## src/rtl/srst_gate_ctl.sv

```systemverilog
module srst_gate_ctl #(
  parameter int RESET_CYCLES = 8
) (
  input  logic        clk,
  input  logic        rst_n,
  input  logic        wr_en,
  input  logic [31:0] wr_data,
  output logic [31:0] rd_data,
  output logic        core_rst,
  output logic        core_clk_en
);

  localparam int CW = $clog2(RESET_CYCLES + 1);
  localparam logic [CW-1:0] LAST = CW'(RESET_CYCLES - 1);

  logic          rst_bit;
  logic          gate_bit;
  logic [29:0]   store;
  logic [CW-1:0] cnt;
  logic          pending;
  logic          done_now;
  logic          arm;

  assign done_now = pending && rst_bit && (cnt == LAST);
  assign arm      = wr_en && wr_data[31] && !rst_bit;

  always_ff @(posedge clk or negedge rst_n) begin
    if (!rst_n) begin
      rst_bit  <= 1'b1;
      gate_bit <= 1'b1;
      store    <= '0;
      cnt      <= '0;
      pending  <= 1'b0;
    end else begin
      if (wr_en) begin
        store    <= wr_data[29:0];
        rst_bit  <= wr_data[31];
        gate_bit <= wr_data[30] | done_now;
      end else if (done_now) begin
        gate_bit <= 1'b1;
      end

      if (arm) begin
        pending <= 1'b1;
        cnt     <= '0;
      end else if (wr_en && !wr_data[31]) begin
        pending <= 1'b0;
      end else if (done_now) begin
        pending <= 1'b0;
      end else if (pending) begin
        cnt <= cnt + 1'b1;
      end
    end
  end

  assign rd_data     = {rst_bit, gate_bit, store};
  assign core_rst    = rst_bit;
  assign core_clk_en = ~gate_bit;

  assert_clear_rst_R2: assert property (@(posedge clk) disable iff (!rst_n)
    wr_en && !wr_data[31] |=> !rd_data[31] && !core_rst);

  assert_enter_rst_R4: assert property (@(posedge clk) disable iff (!rst_n)
    wr_en && wr_data[31] |=> core_rst);

  assert_clear_gate_R3: assert property (@(posedge clk) disable iff (!rst_n)
    wr_en && !wr_data[30] && !done_now |=> core_clk_en);

  assert_storage_write_R7: assert property (@(posedge clk) disable iff (!rst_n)
    wr_en |=> rd_data[29:0] == $past(wr_data[29:0]));

  assert_storage_hold_R7: assert property (@(posedge clk) disable iff (!rst_n)
    !wr_en |=> $stable(rd_data[29:0]));

  assert_gate_only_in_rst_R5: assert property (@(posedge clk) disable iff (!rst_n)
    !wr_en && !core_rst |=> $stable(rd_data[30]));

  assert_no_rearm_R6: assert property (@(posedge clk) disable iff (!rst_n)
    core_rst && !pending && !wr_en |=> $stable(rd_data[30]));

  assert_outputs_R9: assert property (@(posedge clk) disable iff (!rst_n)
    core_rst == rd_data[31] && core_clk_en == !rd_data[30]);

endmodule

```

## config.mk

```make
export PLATFORM = sky130hd
export DESIGN_NAME = srst_gate_ctl
export DESIGN_NICKNAME = d
export VERILOG_FILES = /design/src/rtl/srst_gate_ctl.sv
export SDC_FILE = /design/constraint.sdc
export NUM_CORES = 1
export LEC_CHECK = 0
export BUFFER_PORTS_ARGS = -buffer_cell sky130_fd_sc_hd__buf_2
export CORE_MARGIN = 4
export CORE_UTILIZATION = 30
export DETAILED_ROUTE_END_ITERATION = 10
export PLACE_DENSITY = 0.54
export SLEW_MARGIN = 25
export SYNTH_ARGS = -nofsm -noshare
export SYNTH_HDL_FRONTEND = slang
export SYNTH_SLANG_ARGS = --single-unit
```

## constraint.sdc

```tcl
create_clock -name clk -period 1.9 [get_ports clk]
set_clock_uncertainty 0.1 [all_clocks]
set_input_delay 0.095 -clock clk [delete_from_list [all_inputs] [get_ports clk]]
set_output_delay 0.095 -clock clk [all_outputs]
set_load 0.05 [all_outputs]
```

Word level (Yosys, flattened, before mapping) --
Index checks and enable logic that the tools add are counted.
Cells by class: add/sub/neg operators 1, multipliers 0, div/mod/pow operators 0, $lt $le $gt $ge 0, equality and inequality tests 3, shifts and indexed selects 0, multiplexer cells 9, bitwise gates (word level) 2, reduce and logical (&&, ||, !) cells 11
Operators by type and width (count):
- $mux W4 | 4
- $logic_and A1 B1 Y1 | 5
- $mux W1 | 5
- $add A4 B1 Y4 const B | 1
- $eq A4 B3 Y1 const B | 1
- $reduce_bool A2 Y1 | 2
- $reduce_and A3 Y1 | 1
- $reduce_bool A3 Y1 | 1
- $logic_not A1 Y1 | 2
- $ne A2 B1 Y1 const B | 1
- $ne A2 B2 Y1 const B | 1
- $not A1 Y1 | 1
- $or A1 B1 Y1 | 1
Storage, ports and cells: register bits 37, bits in latches 0, RAM bits 0, memory bits (read-only) 0, input port bits 35, output and inout port bits 34, memories 0

Logic depth before layout (Yosys ltp) --
word-level depth 5, gate-level depth with buffers 5, gate-level depth less buffers 5

Worst setup path after synthesis --
OpenSTA, ideal clock, no wires.
kind reg2reg, start register rst_bit (netlist: core_rst), end register cnt[0], library setup time 0.125 ns, arrival time 1.503 ns, path slack 0.172 ns, cell stages (with the launch flop) 5, path buffers 0, path through dfstp_2 -> nand4_1 -> or2_4 -> and3_1 -> mux2_2
Between the ends: word-level cells in the longest chain between the ends 4, elaborated cells between the ends (all ways) 9
RTL lines:
- from (decl) | line 16 | logic rst_bit;
- from (signal assigned) | line 37 | rst_bit <= wr_data[31];
- $logic_not A1 Y1 / $logic_and A1 B1 Y1 (equally long branches) | line 25, 24
- $logic_and A1 B1 Y1, on equally long branches | line 25, 24
- $ne A2 B2 Y1 (no source line) (tied with other cells)
- $reduce_and A3 Y1 (no source line)
- to (signal assigned) | line 51 | cnt <= cnt + 1'b1;
- to (decl) | line 19 | logic [CW-1:0] cnt;
Parallel ways exist; a longest one is shown, timed or not. A chain may end at the register's enable or synchronous reset.

Final worst setup path --
Ends and elaborated chain as after synthesis.

==> results.md <==
Outcome:
- The run finished with clean final reports.

Global routing:
- The final global-route overflow total is 0.
- The number of antenna violations at the first check in global routing came to 0.
- The met3 demand-to-capacity share in global routing is 0.04875.
- For this run, global-route usage on met1 was measured as 0.1493.
- For this run, the total global-route usage over all layers was measured as 0.1259.
- In the global route stage, met2 resource usage came out at 0.2114.
- Entering global routing, the biggest net connects 38 pins.
- The number of global-route vias before repair is 1,254.
- The routing layer with the top usage in global route is met2.
- The first global-routing pass estimated 6065 µm of wire.

Worst setup path:
- The critical path arrival is 1.69 ns.
- The source of the critical timing path is core_rst$_DFFE_PN1P_.
- STA classifies the critical path endpoint as a flip-flop.
- Along the worst path, the maximum fanout reaches 7.
- By startpoint and endpoint, the worst setup path is classified as reg2reg.
- The startpoint of the worst-slack reg-to-reg timing path is core_rst$_DFFE_PN1P_.
- The worst setup path is launched from a flip-flop.
- STA puts the critical path data required time at 1.97 ns.

Layout:
- The final-layout fill cell count is 434.
- The area used by multi-input combinational logic is 521.8 µm².
- The count of antenna diodes in the layout is 0.
- Relative to the synthesized area, the layout overhead comes to 54.20%.
- In the final design database the tool counted 239 nets.
- Registers take 928.4 µm².
- The core utilization of the finished layout is 0.4842.
- The share of post-route cells with drive strength above 1 is 0.5735.
- The most common cell after layout, fill and taps aside is sky130_fd_sc_hd__buf_2.
- The library cells used most frequently in the layout, excluding fill and tap cells, are sky130_fd_sc_hd__buf_2 (68), sky130_fd_sc_hd__dfrtp_1 (35), sky130_fd_sc_hd__dlygate4sd3_1 (33).

Die:
- The overall die width is just under 80 µm.
- For this configuration, the core starts out at a cell density of 0.3140.
- The I/O pin total is 69.
- The floorplan step defined a core boundary enclosing 0.004786 mm².
- The vertical die dimension is 78.78 µm.
- The initialized floorplan defines 25 standard-cell rows.
- The die covers 0.006206 mm².

Flow run:
- Max-cap violations in this run came to 0.

Synthesis:
- The share of synthesized area in the top cell type comes to 0.5828.
- The number of synthesized flops with an enable pin is 0.
- After synthesis, the cell types taking the most area are sky130_fd_sc_hd__dfrtp_1 (58%), sky130_fd_sc_hd__mux2_2 (24%), sky130_fd_sc_hd__dfstp_2 (3.5%).
- The area of the mapped netlist is 0.001503 mm².
- The fraction of registers with async set or reset after synthesis is 1.000.
- The most instantiated flip-flop cell in the synthesis netlist is sky130_fd_sc_hd__dfrtp_1.
- The netlist uses 25 different library cells.
- The cell accounting for the most synthesized area is sky130_fd_sc_hd__dfrtp_1.
- The flop and latch count out of synthesis is 37.
- Synthesis handed over a netlist of 99 instances.
- The average instance area after synthesis is around 15 µm².
- For this run, the number of Yosys warnings is 0.
- The portion of the post-synthesis area used by sequential elements is 0.6178.
- The post-synth net total is 135.

Routing:
- In the final routed layout, each cell accounts on average for 13.52 µm.
- The first detailed-routing pass ran for 3 iterations.
- The average via count per standard cell is 4.251.
- The final route contains 1,152 vias.
- The DRC violations left is 0.
- The wire length after detailed routing is 3663 µm.
- The count of routing violations after the opening detailed-route iteration is 20.
- The number of nets still failing antenna checks after routing is 0.

Placement:
- The weighted congestion reported at the end of routability-driven placement is 0.7252.
- The placed wire-length estimate is 2413 µm.
- In this run the tool buffered the top-level ports with 68 buffer cells.
- OpenSTA, run right after detailed placement, puts the worst setup slack at 0.2864 ns.

STA:
- The worst slew margin relative to its limit is 0.4544.
- The setup-violating endpoint count in the final report is 0.
- At the pin with the least slew margin, the transition time is 0.8185 ns.
- The max-slew violation count is 0.
- The sum of negative setup slack is 0 ns.
- In the post-route analysis, the smallest setup slack over all paths is 0.2815 ns.
- The final hold violation count was 0.
- Of the available clock period, the critical path in the final layout requires 0.8519.
- Setup repair after global routing left no endpoint under its margin.
- Counting I/O delays and the setup requirement, the final critical path takes 1.619 ns.
- For this run, the top clock speed supported by timing is 617.8 MHz.

Power and ir drop:
- The largest vdd supply drop is 511.9 µV.
- The total power density per cell area is 926.3 mW/mm².
- The analysis attributes to cell leakage a power of 0.001110 µW.

Clocking:
- Post-CTS timing repair inserted 0 buffers for setup.
- The number of clock buffers added by TritonCTS is 5.
- The maximum buffer depth of the clock tree is 2.
- The number of H-tree levels is 2.
- At the later pin of the worst-skew pair, clock insertion delay measures 0.29 ns.
- The root buffer cell chosen for the clock tree is sky130_fd_sc_hd__clkbuf_8.
- The clock net sink count is 37.
- The post-CTS clock slew at the launch and capture registers of the worst setup and hold paths is 0.07 ns.
- After clock tree synthesis, the repair step resized 0 gates.
- TritonCTS built the clock tree.

Worst hold path:
- The worst hold path startpoint is wr_en.
- The worst hold path belongs to the class in2reg.
[per-stage QoR]
| stage | hold WS, ns | cell area (µm²) | instances | total power, µW |
|---|---|---|---|---|
| 6_report | 0.09246 | 2317 | 271 | 2147 |
| 5_1_grt | 0.1153 | 2317 | 271 | 2246 |
| 4_1_cts | 0.09450 | 2317 | 271 | 2160 |
| 3_5_place_dp | 0.1357 | 1901 | 230 | 1561 |
| 3_3_place_gp | 0.1178 | 1901 | 230 | 1546 |
| 2_1_floorplan | -0.3006 | 1503 | 99 | 1401 |
[where the power goes]
part	switching, µW	total [µW]	leakage [µW]	internal (µW)
sequential	65.6	959	0.000435	893
clock	294	547	0.0000439	253
combinational	406	641	0.000631	235
total	765	2150	0.00111	1380
[registers in the layout, summed over array words and instances, names as in the netlist]
register  flops
pending       1
gate_bit      1
core_rst      1
cnt           4
store        30
[final cells by class]
| cell class | count | area share |
|---|---|---|
| Sequential cell | 37 | 0.4006 |
| Timing Repair Buffer | 103 | 0.2959 |
| Multi-Input combinational cell | 53 | 0.2252 |
| Tap cell | 67 | 0.03618 |
| Clock buffer | 5 | 0.02970 |
| Clock inverter | 3 | 0.007559 |
| Inverter | 3 | 0.004860 |
[layer usage]
layer  wire [µm]  share of wire  up-vias
met5           0              0        -
met4          12         0.0033        0
met3         245          0.067        2
met2        1902           0.52       39
met1        1503           0.41      558
li1            -              -      553
[final timing paths]
kind                            slack (ns)  depth (start not counted)               endpoint
worst min-delay path                  0.09                          2   core_rst$_DFFE_PN1P_
max in group asynchronous             0.85                          2  store[20]$_DFFE_PN0P_
min in group asynchronous             0.33                          2  store[12]$_DFFE_PN0P_
worst min register to register        0.39                          1     cnt[3]$_DFFE_PN0P_
worst max register to register        0.28                          4     cnt[0]$_DFFE_PN0P_
worst max-delay path                  0.28                          4     cnt[0]$_DFFE_PN0P_
[critical path, cell delays in order, from the launching register on]
cell and delay [ns]:
sky130_fd_sc_hd__dfstp_2 0.58, sky130_fd_sc_hd__nand4_1 0.10, sky130_fd_sc_hd__or2_4 0.27, sky130_fd_sc_hd__and3_1 0.19, sky130_fd_sc_hd__mux2_2 0.27
[what timing repair did]
item | in CTS | in global routing
hold buffers | 33 | 0
hold endpoints to repair | 67 | 0
setup endpoints to repair | 0 | 0
[cells by family after synthesis]
kind of cell,share of synthesized area
simple gates,0.05663
compound gates,0.04247
fa+ha+maj,0.008325
buf+inv,0.03496
mux,0.2398
flops,0.6178
[Yosys cell counts, types with 2 or more instances]
cell,n
sky130_fd_sc_hd__buf_2,3
sky130_fd_sc_hd__buf_4,2
sky130_fd_sc_hd__dfrtp_1,35
sky130_fd_sc_hd__dfstp_2,2
sky130_fd_sc_hd__inv_1,3
sky130_fd_sc_hd__mux2_2,32
sky130_fd_sc_hd__nand2_1,3
sky130_fd_sc_hd__o21ai_0,2
No activity file was read; power rests on OpenSTA's default activity.
